## src/rtl/fscale_pkg.sv

```systemverilog
package fscale_pkg;

    // Radix of one stage in decimal mode.
    localparam int DEC_RADIX = 10;

    // Frequency output gate controller states.
    typedef enum logic [1:0] {
        FO_LOAD = 2'd0,
        FO_RUN  = 2'd1,
        FO_OFF  = 2'd2
    } fout_state_e;

endpackage

```

## src/rtl/fscale_digit.sv

```systemverilog
// One scaler stage: counts its enable pulses and passes a carry upward.
module fscale_digit
    import fscale_pkg::*;
#(
    parameter int DIGIT_W = 4
) (
    input  logic clk,
    input  logic rst_n,
    input  logic bcd_mode,
    input  logic tick_in,
    output logic tick_out
);

    localparam logic [DIGIT_W-1:0] BIN_LAST = '1;
    localparam logic [DIGIT_W-1:0] DEC_LAST = DIGIT_W'(DEC_RADIX - 1);

    logic [DIGIT_W-1:0] val_q;
    logic               at_last;

    // A decimal stage treats any value of nine or above as its last state.
    always_comb begin
        if (bcd_mode) begin
            at_last = (val_q >= DEC_LAST);
        end else begin
            at_last = (val_q == BIN_LAST);
        end
    end

    assign tick_out = tick_in & at_last;

    always_ff @(posedge clk or negedge rst_n) begin
        if (!rst_n) begin
            val_q <= '0;
        end else if (tick_in) begin
            val_q <= at_last ? '0 : val_q + 1'b1;
        end
    end

endmodule

```

## src/rtl/fscale_tapsel.sv

```systemverilog
// Picks one tap as the divider source; out-of-range codes take the slowest tap.
module fscale_tapsel #(
    parameter int N_TAPS = 5,
    parameter int SRC_W  = $clog2(N_TAPS)
) (
    input  logic [N_TAPS-1:0] taps,
    input  logic [SRC_W-1:0]  src,
    output logic              tick
);

    localparam logic [SRC_W-1:0] TOP_IDX = SRC_W'(N_TAPS - 1);

    logic [SRC_W-1:0] idx;

    always_comb begin
        idx  = (src > TOP_IDX) ? TOP_IDX : src;
        tick = taps[idx];
    end

endmodule

```

## src/rtl/fscale_fout.sv

```systemverilog
// Gated programmable divider driving the frequency output pin.
module fscale_fout
    import fscale_pkg::*;
#(
    parameter int DIV_W = 4
) (
    input  logic             clk,
    input  logic             rst_n,
    input  logic             gate_off,
    input  logic             tick,
    input  logic [DIV_W-1:0] div,
    output logic             pin
);

    fout_state_e      state_q;
    fout_state_e      state_d;
    logic [DIV_W-1:0] cnt_q;
    logic             lvl_q;

    // Next-state decision.
    always_comb begin
        state_d = state_q;
        unique case (state_q)
            FO_LOAD: state_d = gate_off ? FO_OFF : FO_RUN;
            FO_RUN:  state_d = gate_off ? FO_OFF : FO_RUN;
            FO_OFF:  state_d = gate_off ? FO_OFF : FO_LOAD;
            default: state_d = FO_LOAD;
        endcase
    end

    // State register; reset leaves the output gated on.
    always_ff @(posedge clk or negedge rst_n) begin
        if (!rst_n) begin
            state_q <= FO_LOAD;
        end else begin
            state_q <= state_d;
        end
    end

    // Divider count and toggle level.
    always_ff @(posedge clk or negedge rst_n) begin
        if (!rst_n) begin
            cnt_q <= '0;
            lvl_q <= 1'b0;
        end else begin
            unique case (state_q)
                FO_LOAD: begin
                    cnt_q <= div;
                    lvl_q <= 1'b0;
                end
                FO_RUN: begin
                    if (tick) begin
                        if (cnt_q == '0) begin
                            cnt_q <= div;
                            lvl_q <= ~lvl_q;
                        end else begin
                            cnt_q <= cnt_q - 1'b1;
                        end
                    end
                end
                FO_OFF: begin
                    lvl_q <= 1'b0;
                end
                default: begin
                    cnt_q <= '0;
                    lvl_q <= 1'b0;
                end
            endcase
        end
    end

    // Output decode: the pin follows the level only while running.
    always_comb begin
        pin = (state_q == FO_RUN) && lvl_q;
    end

endmodule

```

## src/rtl/fscale_timebase.sv

```systemverilog
// Top: stage chain, source selector and gated frequency output.
module fscale_timebase #(
    parameter int N_TAPS  = 5,
    parameter int DIGIT_W = 4,
    parameter int DIV_W   = 4,
    parameter int SRC_W   = $clog2(N_TAPS)
) (
    input  logic              clk,
    input  logic              rst_n,
    input  logic              bcd_mode,
    input  logic              fout_off,
    input  logic [SRC_W-1:0]  fout_src,
    input  logic [DIV_W-1:0]  fout_div,
    output logic [N_TAPS-1:0] tap_en,
    output logic              fout
);

    localparam int N_STAGES = N_TAPS - 1;

    logic [N_TAPS-1:0] taps;
    logic              src_tick;

    assign taps[0] = 1'b1;

    for (genvar i = 0; i < N_STAGES; i++) begin : g_stage
        fscale_digit #(
            .DIGIT_W (DIGIT_W)
        ) u_digit (
            .clk      (clk),
            .rst_n    (rst_n),
            .bcd_mode (bcd_mode),
            .tick_in  (taps[i]),
            .tick_out (taps[i+1])
        );
    end

    fscale_tapsel #(
        .N_TAPS (N_TAPS),
        .SRC_W  (SRC_W)
    ) u_tapsel (
        .taps (taps),
        .src  (fout_src),
        .tick (src_tick)
    );

    fscale_fout #(
        .DIV_W (DIV_W)
    ) u_fout (
        .clk      (clk),
        .rst_n    (rst_n),
        .gate_off (fout_off),
        .tick     (src_tick),
        .div      (fout_div),
        .pin      (fout)
    );

    assign tap_en = taps;

endmodule

```

## config.mk

```make
export PLATFORM = sky130hd
export DESIGN_NAME = fscale_timebase
export DESIGN_NICKNAME = d
export VERILOG_FILES = /design/src/rtl/fscale_pkg.sv /design/src/rtl/fscale_digit.sv /design/src/rtl/fscale_tapsel.sv /design/src/rtl/fscale_fout.sv /design/src/rtl/fscale_timebase.sv
export SDC_FILE = /design/constraint.sdc
export NUM_CORES = 1
export LEC_CHECK = 0
export ABC_CLOCK_PERIOD_IN_PS = 2700
export BUFFER_PORTS_ARGS = -buffer_cell sky130_fd_sc_hd__buf_4
export CAP_MARGIN = 30
export CORE_ASPECT_RATIO = 1.5
export CORE_MARGIN = 2
export CORE_UTILIZATION = 54
export DETAILED_ROUTE_END_ITERATION = 10
export PLACE_DENSITY_LB_ADDON = 0.15
export SYNTH_ARGS = -nofsm -noshare
export SYNTH_HDL_FRONTEND = slang
export SYNTH_SLANG_ARGS = --single-unit
export TNS_END_PERCENT = 100
```

## constraint.sdc

```tcl
create_clock -name clk -period 2.7 [get_ports clk]
set_input_delay 0.54 -clock clk [delete_from_list [all_inputs] [get_ports clk]]
set_output_delay 0.54 -clock clk [all_outputs]
set_load 0.005 [all_outputs]
```

After elaboration in Yosys (flattened, before gate mapping)
Cells that the tools add are included.

cells by class
  $add $sub $neg = 5
  multipliers = 0
  divide/modulo/power cells = 0
  magnitude comparators = 6
  eq/ne operators = 8
  shift-type cells = 0
  mux-type cells = 20
  bitwise logic cells = 5
  reductions and logical operators = 6

operator list
  cell                                                         number
  two-way mux 4 bit                                            6
  adder 4 x 1 -> 4 bit (second input constant)                 4
  equality test 4 bit (second input constant)                  4
  greater-or-equal comparator 4 bit (second input constant)    4
  one-hot mux 4 bit (3 select lines)                           1
  two-way mux 1 bit                                            8
  zero test 4 bit                                              1
  less-than comparator 3 x 4 -> 1 bit (second input constant)  1
  two-way mux 2 bit                                            2
  one-hot mux 2 bit (2 select lines)                           1
  AND reduction 2 bit                                          2
  subtractor 4 x 1 -> 4 bit (second input constant)            1
  AND 1 bit                                                    3
  binary-select mux 1 bit (select 3 bit)                       1
  > comparator 3 bit (second input constant)                   1
  two-way mux 3 bit                                            1
  equality test 2 x 1 -> 1 bit (second input constant)         1
  equality test 2 bit (second input constant)                  1
  zero test 2 bit                                              1
  inequality test 2 x 1 -> 1 bit (second input constant)       1
  inequality test 2 bit (second input constant)                1
  inverter 1 bit                                               2
  OR reduction 2 bit                                           1
  logical AND 1 bit                                            1

word-level totals
  register bits after elaboration = 23
  bits in latches = 0
  bits in writable memories = 0
  bits in read-only memories = 0
  input bits = 11
  output and inout bits = 6
  word-level logic and storage cells = 57
  memories kept = 0

Logic depth before layout (Yosys ltp)
Gate-level depths: netlist of run 1.

  depth after elaboration = 9
  gate-level depth with buffers = 10
  mapped depth without buffers = 10

By module
From an unflattened synthesis of run 1, not the netlist that was laid out.

second synthesis, totals
  cell total of the unflattened synthesis = 178
  area total of the unflattened synthesis = 1612.8 µm²

modules (own cells, without submodules)
  module           instances  cells an instance  area each (µm²)  sequential area each (µm²)
  fscale_digit     4          29                 270.3            100.1
  fscale_fout      1          54                 478.0            175.2
  fscale_tapsel    1          6                  42.5             0.0
  fscale_timebase  1          2                  11.3             0.0

Worst setup path before layout of run 1
Ideal clock, no wire load.

  path kind = register to output
  start = register g_stage[1].u_digit.val_q[0]
  end = output tap_en[3]
  data arrival time = 1.670 ns
  data required time = 2.160 ns
  path slack = 0.490 ns
  cell stages (with the launch flop) = 9
  buffers on the path = 2
  cells stage by stage = dfrtp_1 > inv_1 > ha_1 > or3b_2 > nand3_1 > or3_1 > buf_6 > inv_1 > buf_4

between the ends
  cells in the longest elaborated chain, start to end = 4
  elaborated cells between the ends (all ways) = 5
  those cells by class = order compare: 1; eq/ne: 1; mux: 1; bitwise: 2

ends and longest elaborated chain
  what                                                                             RTL line                                source
  start: declaration                                                               fscale_digit.sv:17                      logic [DIGIT_W-1:0] val_q;
  start signal: assignment                                                         fscale_digit.sv:35                      val_q <= at_last ? '0 : val_q + 1'b1;
  greater-or-equal comparator 4 bit / equality test 4 bit (equally long branches)  fscale_digit.sv:23, fscale_digit.sv:25
  two-way mux 1 bit (*)                                                            fscale_digit.sv:22                      if (bcd_mode) begin
  AND 1 bit (*) (2 in a row)                                                       fscale_digit.sv:29                      assign tick_out = tick_in & at_last;
  end: declaration                                                                 fscale_timebase.sv:14                   output logic [N_TAPS-1:0] tap_en,

Every way passes the cells marked *; elsewhere a longest branch is shown, timed or not.

Worst setup path in the final report of run 1
  start = register g_stage[1].u_digit.val_q[0]
  end = output tap_en[2]

between the ends
  cells in the longest elaborated chain, start to end = 3
  elaborated cells between the ends (all ways) = 4
  those cells by class = order compare: 1; eq/ne: 1; mux: 1; bitwise: 1

ends and longest elaborated chain
  what                                                                             RTL line
  greater-or-equal comparator 4 bit / equality test 4 bit (equally long branches)  fscale_digit.sv:23, fscale_digit.sv:25
  two-way mux 1 bit (*)                                                            fscale_digit.sv:22
  AND 1 bit (*)                                                                    fscale_digit.sv:29

Marked as above.

==> results of run 1 <==
-- power by group through the flow --
stage	sequential, W	clock, W	combinational [W]
after floorplan	0.000522	0	0.000313
after global placement	0.000545	0	0.000381
after detailed placement	0.000551	0	0.000407
after CTS	0.000545	0.000220	0.000412
after global routing	0.000565	0.000231	0.000488
final	0.000548	0.000215	0.000415
-- worst paths after layout --
path                                                         startpoint                                 endpoint  slack (ns)  depth (start not counted)
worst max register to register  g_stage[1].u_digit.val_q[0]$_DFFE_PN0P_                 u_fout.lvl_q$_DFFE_PN0P_        0.39                          8
min in group clk                                               fout_off              u_fout.state_q[0]$_DFF_PN0_        0.42                          2
worst min-delay path                                              rst_n  g_stage[3].u_digit.val_q[0]$_DFFE_PN0P_        0.15                          1
worst max-delay path            g_stage[1].u_digit.val_q[0]$_DFFE_PN0P_                                tap_en[2]        0.13                          7
worst min register to register  g_stage[3].u_digit.val_q[3]$_DFFE_PN0P_  g_stage[3].u_digit.val_q[3]$_DFFE_PN0P_        0.51                          1
max in group asynchronous                                         rst_n              u_fout.state_q[0]$_DFF_PN0_        2.32                          1
-- sequential cells by signal (all words and copies together), names as in the netlist --
signal	cells
g_stage.u_digit.val_q	16
u_fout.cnt_q	4
u_fout.state_q	2
u_fout.lvl_q	1
-- cell families (layout without fill, tap and decap cells) --
family,count (synthesis),after routing
flip-flops,23,23
AND/OR/NAND/NOR,56,56
multiplexers,4,4
AO/OA/AOI/OAI,47,47
XOR/XNOR,2,2
adder cells (fa/ha/maj),14,14
other,1,1
buffers and inverters,26,37
-- worst reg2reg max path, stage by stage, from the launching register on --
cell       delay (ns)
dfrtp_1          0.42
inv_1            0.09
ha_1             0.20
or3b_2           0.21
nand3_2          0.14
or3_4            0.45
a2bb2oi_4        0.21
or3_1            0.36
a21boi_1         0.15
-- stage by stage --
stage / cells / power, W / area, um^2 / hold slack (ns) / util
CTS: 221 / 0.00118 / 1690 / 0.159 / 0.626
detailed placement: 217 / 0.000958 / 1640 / 0.448 / 0.607
global route: 221 / 0.00128 / 1710 / 0.175 / 0.631
global placement: 217 / 0.000926 / 1640 / 0.447 / 0.607
floorplan: 173 / 0.000836 / 1540 / 0.244 / -
finish: 221 / 0.00118 / 1710 / 0.150 / 0.631
-- layout make-up --
class,instances,area [um^2]
clock buffer,3,41.3
inverter,17,63.8
clock inverter,1,5.00
timing repair buffer,16,120
fill,248,997
multi-input combinational,124,856
sequential,23,576
tap,37,46.3
-- metal layers --
layer  vias to the layer above  global-route usage  wire length (um)
met3                         5              0.0234                57
met1                       585               0.225              1210
li1                        614                   -                 -
met2                        16               0.362              1620
met5                         -                   0                 0
met4                         0              0.0781                57
-- placed cells by master (no fill, tap or decap), types with 2 or more instances in the layout --
cell type | synthesis | final
and2_1 | 3 | 3
nor3_1 | 2 | 2
a21boi_0 | 2 | 2
nor2_1 | 13 | 13
clkbuf_8 | 0 | 3
nor3b_1 | 3 | 3
o31ai_1 | 3 | 3
buf_4 | 5 | 16
o22ai_1 | 2 | 2
and3_1 | 2 | 2
a21o_1 | 2 | 2
nand3_1 | 12 | 11
or3b_2 | 2 | 2
ha_1 | 14 | 14
inv_1 | 17 | 16
o21ai_0 | 18 | 18
dfrtp_1 | 23 | 23
nand2b_1 | 2 | 2
mux2i_1 | 3 | 3
a21oi_1 | 8 | 8
nand2_1 | 13 | 12
-- repair_timing --
action / CTS / global route
setup buffers: 0 / 0
cloned: 0 / 0
gates resized for setup: 1 / 4
hold buffers: 0 / 0
setup endpoints to repair: 1 / 3
==> results by group, run 1 <==
Outcome
  – Status: finished, final reports clean

Run
  – Max cap viols: 0

Critical path
  – Most used cell, CP: inv_1
  – CP max-delay cell: or3b_2
  – Worst EP required: 2.16 ns
  – Crit path DAT: 2.03 ns
  – CP Cell Sequence: inv_1 > ha_1 > or3b_2 > and3_1 > nand2_2 > inv_1 > buf_4
  – Buf+Inv Stages, Crit Path: 3
  – CP Class: register to primary output
  – Top cell family by delay on the critical path: simple AND/OR/NAND/NOR gates
  – Max FO, Critical Path: 6
  – CP Launch Type: register
  – Crit. End Element: primary output
  – Delay of the slowest cell on the worst path: 0.47 ns

Layout
  – Fraction of layout cells with a size suffix above 1: 0.168
  – Nets: 210
  – ANT cells: 0
  – Layout area overhead: 11.2%

Hold path
  – Worst hold path class: input pin to async pin

Timing
  – Max Transition Viols Final: 0
  – Tcrit/Tclk final: 0.953
  – Final worst-path setup slack: 0.126 ns
  – Fmax: 388 MHz
  – Tmin final: 2.57 ns
  – Worst slew pin tran: 0.534 ns
  – Slew HR: 0.643
  – RSZ-0062 raised after global routing: false
  – Post-Route Skew: 0.00165 ns
  – Final setup vio count: 0
  – Final Hold Viols: 0
  – TNS Setup: 0 ns

Place
  – Final GP Congestion: 0.746
  – PortBufs: 15
  – Pre-CTS setup slack: 0.223 ns
  – Detailed placement HPWL: 2290 um

Route
  – Vias/cell: 5.52
  – Initial DRC count: 33
  – Post-Route WL: 2950 um
  – DRC: 0
  – Vias: 1220
  – Drt pass-1 iters: 4
  – Routed Antenna Nets: 0
  – WL/cell: 13.3 um

CTS
  – Clock latency on the worst-skew pair: 0.27 ns
  – Clock-pin transition on the worst setup and hold timing paths: 0.08 ns
  – Sinks on the clock net: 23
  – CTS buffer count: 3
  – Clk Tree Root Cell: clkbuf_8
  – CTS tree: built
  – Max clock buf depth: 2
  – H-tree levels: 1

Power and ir drop
  – Combinational Power Share: 0.352
  – Clk pwr share: 0.183
  – Sw frac: 0.379
  – Internal Power: 0.000731 W
  – Worst ir drop on vdd: 0.622 mV
  – LEAKAGE: 0.818 nW
  – Sequential group share of total power: 0.465
  – NetSw: 0.000447 W
  – Pwr per Cell Area: 690 mW/mm^2

Die
  – Die X: 47.6 um
  – Die Y-Extent: 69.3 um
  – Die area: 0.00330 mm^2
  – CORE AREA: 0.00271 mm^2
  – IO Count: 17
  – Cell Rows: 23
  – Initial Utilization: 0.568

Synth
  – Synth Area in Adders: 0.114
  – Yosys reg bits: 23
  – Post-synth top area cell: dfrtp_1
  – Simple-gate area share of the yosys netlist: 0.180
  – Unique masters post-synth: 40
  – XOR/XNOR share of the synthesized area: 0.0114
  – Yosys warnings: 0
  – Synthesized area per cell: 8.88 um^2
  – Largest family of logic cells by synthesized area: compound AO/OA/AOI/OAI gates
  – Ranking of synthesized cells by area: dfrtp_1, ha_1, o21ai_0
  – Async S/R FF share, synth: 1.00
  – Mux share of post-synthesis cell area: 0.0269
  – Most used DFF post-synth: dfrtp_1
  – Number of synthesized flops with an enable pin: 0
  – Top post-synthesis cells by count: dfrtp_1, o21ai_0, inv_1
  – Count leader, synth: dfrtp_1
  – Area share of the largest cell type after synthesis: 0.375
  – Cell count after synthesis: 173
  – Sequential area share after synthesis: 0.375
  – Post-Synthesis Net Count: 198
  – Mapped Area: 0.00154 mm^2
  – Compound-gate portion of the synthesized area: 0.210

Global routing
  – Vias in the first global route: 1215
  – Largest net degree at the start of global routing: 24
  – First-pass GRT wire length: 5030 um
  – Initial antenna violation count: 0
  – Remaining global-route overflow: 0
  – Global Route Usage Sum: 0.202
No activity file was read; power rests on OpenSTA's default activity.
==> run 2, diff against run 1 <==
--- a/config.mk
+++ b/config.mk
@@ -8,3 +8,2 @@
 export ABC_CLOCK_PERIOD_IN_PS = 2700
-export BUFFER_PORTS_ARGS = -buffer_cell sky130_fd_sc_hd__buf_4
 export CAP_MARGIN = 30
@@ -14,3 +13,5 @@
 export DETAILED_ROUTE_END_ITERATION = 10
+export DONT_BUFFER_PORTS = 1
 export PLACE_DENSITY_LB_ADDON = 0.15
+export SKIP_LAST_GASP = 1
 export SYNTH_ARGS = -nofsm -noshare
==> constraint.sdc (replaced) <==
create_clock -name clk -period 2.7 [get_ports clk]
set_input_delay 0 -clock clk [delete_from_list [all_inputs] [get_ports clk]]
set_output_delay 0 -clock clk [all_outputs]
set_load 0.005 [all_outputs]
==> run 2 against run 1 <==
Utilization down 2.9 points. Design area decreased by 4.5%. First-iteration DRC count fell by 42%. Cell count shrank 5.0%. Wire length is 2.6% lower. Sequential cell count stayed put. Total power shrank 3.4%. Die area did not move. Critical path type is now register to register.
==> results by group, run 2 (synthesized netlist as in run 1, its figures left out) <==
Outcome
  – Status: finished, final reports clean

Timing
  – TNS Setup: 0 ns
  – Fmax: 425 MHz
  – RSZ-0062 raised after global routing: false
  – Tcrit/Tclk final: 0.871
  – Max Transition Viols Final: 0
  – Final worst-path setup slack: 0.348 ns
  – Fin Hold WS: 0.0139 ns
  – Final Hold Viols: 0
  – Post-Route Skew: 0.00862 ns
  – Slew HR: 0.650
  – Worst slew pin tran: 0.525 ns
  – Final setup vio count: 0
  – Tmin final: 2.35 ns

Critical path
  – Most used cell, CP: or3_1
  – CP Class: register to register
  – Depth of the worst register-to-register path: 8
  – Buf+Inv Stages, Crit Path: 1
  – Top cell family by delay on the critical path: simple AND/OR/NAND/NOR gates
  – Reg2reg setup slack: 0.35 ns
  – CP Cell Sequence: inv_1 > ha_1 > or3b_2 > nand3_1 > or3_1 > a2bb2oi_4 > or3_1 > a21boi_1
  – RR Endpoint: u_fout.lvl_q$_DFFE_PN0P_
  – Max FO, Critical Path: 9
  – Crit. End Element: register
  – CP max-delay cell: or3_1
  – Delay of the slowest cell on the worst path: 0.50 ns
  – Crit path DAT: 2.54 ns
  – Worst R2R Start: g_stage[1].u_digit.val_q[0]$_DFFE_PN0P_
  – Worst EP required: 2.89 ns
  – CP Launch Type: register

Route
  – Drt pass-1 iters: 4
  – DRC: 0
  – Vias/cell: 5.73
  – Initial DRC count: 19
  – Routed Antenna Nets: 0
  – Vias: 1204
  – Post-Route WL: 2870 um
  – WL/cell: 13.7 um

Place
  – Pre-CTS setup slack: 0.360 ns
  – Detailed placement HPWL: 2160 um
  – Final GP Congestion: 0.833
  – Dpl cell area: 0.00153 mm^2
  – PortBufs: 0

Power and ir drop
  – Combinational Power Share: 0.333
  – Pwr per Cell Area: 698 mW/mm^2
  – Sequential group share of total power: 0.481
  – LEAKAGE: 0.764 nW
  – Worst ir drop on vdd: 0.428 mV
  – NetSw: 0.000420 W
  – Clk pwr share: 0.186
  – Internal Power: 0.000717 W
  – Sw frac: 0.370

CTS
  – Clock latency on the worst-skew pair: 0.26 ns
  – Cts hold-fix bufs: 3
  – Post_cts resized: 0
  – Sinks on the clock net: 23
  – Postcts setup bufs: 0
  – Max clock buf depth: 2
  – CTS buffer count: 3
  – Clock-pin transition on the worst setup and hold timing paths: 0.08 ns
  – Clk Tree Root Cell: clkbuf_8
  – H-tree levels: 1
  – CTS tree: built

Global routing
  – Largest net degree at the start of global routing: 24
  – Top Usage Layer GRT: met2
  – Remaining global-route overflow: 0
  – First-pass GRT wire length: 4620 um
  – Met1 Track Usage GR: 0.206
  – Global Route Usage Sum: 0.183
  – M3 GR Usage: 0.0391
  – Initial antenna violation count: 0
  – Met2 usage: 0.327
  – Vias in the first global route: 1139

Layout
  – Fraction of layout cells with a size suffix above 1: 0.0636
  – Register with the most flip-flops: g_stage.u_digit.val_q
  – Commonest non-fill, non-tap cells in the layout: dfrtp_1, o21ai_0, inv_1
  – Top flop regs: g_stage.u_digit.val_q (16), u_fout.cnt_q (4), u_fout.state_q (2)
  – Max reg flops: 16
  – ANT cells: 0
  – Final Instance Area: 0.00163 mm^2
  – Layout area overhead: 6.11%
  – Leading cell type in the layout, fill and taps excluded: dfrtp_1
  – Nets: 199

Die
  – IO Count: 17
  – Die area: 0.00330 mm^2
  – Cell Rows: 23
  – CORE AREA: 0.00271 mm^2
  – Die Y-Extent: 69.3 um
  – Die X: 47.6 um
  – Initial Utilization: 0.568

Run
  – Max cap viols: 0

Hold path
  – Worst hold path class: input pin to async pin
==> run 2: worst max path at each step <==
stage	startpoint	end	slack (ns)	cells past startpoint
floorplan	g_stage[1].u_digit.val_q[0]$_DFFE_PN0P_	u_fout.lvl_q$_DFFE_PN0P_	0.53	9
CTS	g_stage[1].u_digit.val_q[0]$_DFFE_PN0P_	u_fout.lvl_q$_DFFE_PN0P_	0.34	8
detailed placement	g_stage[1].u_digit.val_q[0]$_DFFE_PN0P_	u_fout.lvl_q$_DFFE_PN0P_	0.36	8
global route	g_stage[1].u_digit.val_q[0]$_DFFE_PN0P_	u_fout.cnt_q[2]$_DFFE_PN0P_	0.22	8
finish	g_stage[1].u_digit.val_q[0]$_DFFE_PN0P_	u_fout.lvl_q$_DFFE_PN0P_	0.35	8
global placement	g_stage[1].u_digit.val_q[0]$_DFFE_PN0P_	u_fout.lvl_q$_DFFE_PN0P_	0.43	8
==> run 2: worst register-to-register path, cell delays in order, from the launching register on <==
cell and delay, ns:
dfrtp_1 0.42, inv_1 0.09, ha_1 0.19, or3b_2 0.19, nand3_1 0.15, or3_1 0.50
a2bb2oi_4 0.24, or3_1 0.36, a21boi_1 0.14
==> run 2: cell type report <==
cell class / count / area (um^2)
clock buffers: 4 / 45.0
fillers: 266 / 1070
inverters: 17 / 63.8
multi-input cells: 124 / 837
flip-flops and latches: 23 / 576
well taps: 37 / 46.3
repair buffers: 5 / 62.6
==> run 2: power groups by stage <==
stage / sequential [W] / combinational, W / clock, W
floorplan: 0.000522 / 0.000313 / 0
global route: 0.000563 / 0.000442 / 0.000229
finish: 0.000548 / 0.000378 / 0.000211
global placement: 0.000547 / 0.000345 / 0
CTS: 0.000547 / 0.000381 / 0.000217
detailed placement: 0.000552 / 0.000372 / 0
==> run 2: per-stage QoR <==
stage,power (W),utilization,instances
6_report,0.00114,0.603,210
5_1_grt,0.00123,0.603,210
4_1_cts,0.00115,0.593,209
3_5_place_dp,0.000924,0.566,202
3_3_place_gp,0.000892,0.566,202
2_1_floorplan,0.000836,-,173
==> run 2: per-layer routing <==
metal / share of wire / wire (um) / up-vias
li1: - / - / 596
met1: 0.41 / 1190 / 583
met2: 0.54 / 1540 / 23
met3: 0.040 / 115 / 2
met4: 0.0066 / 19 / 0
met5: 0 / 0 / -
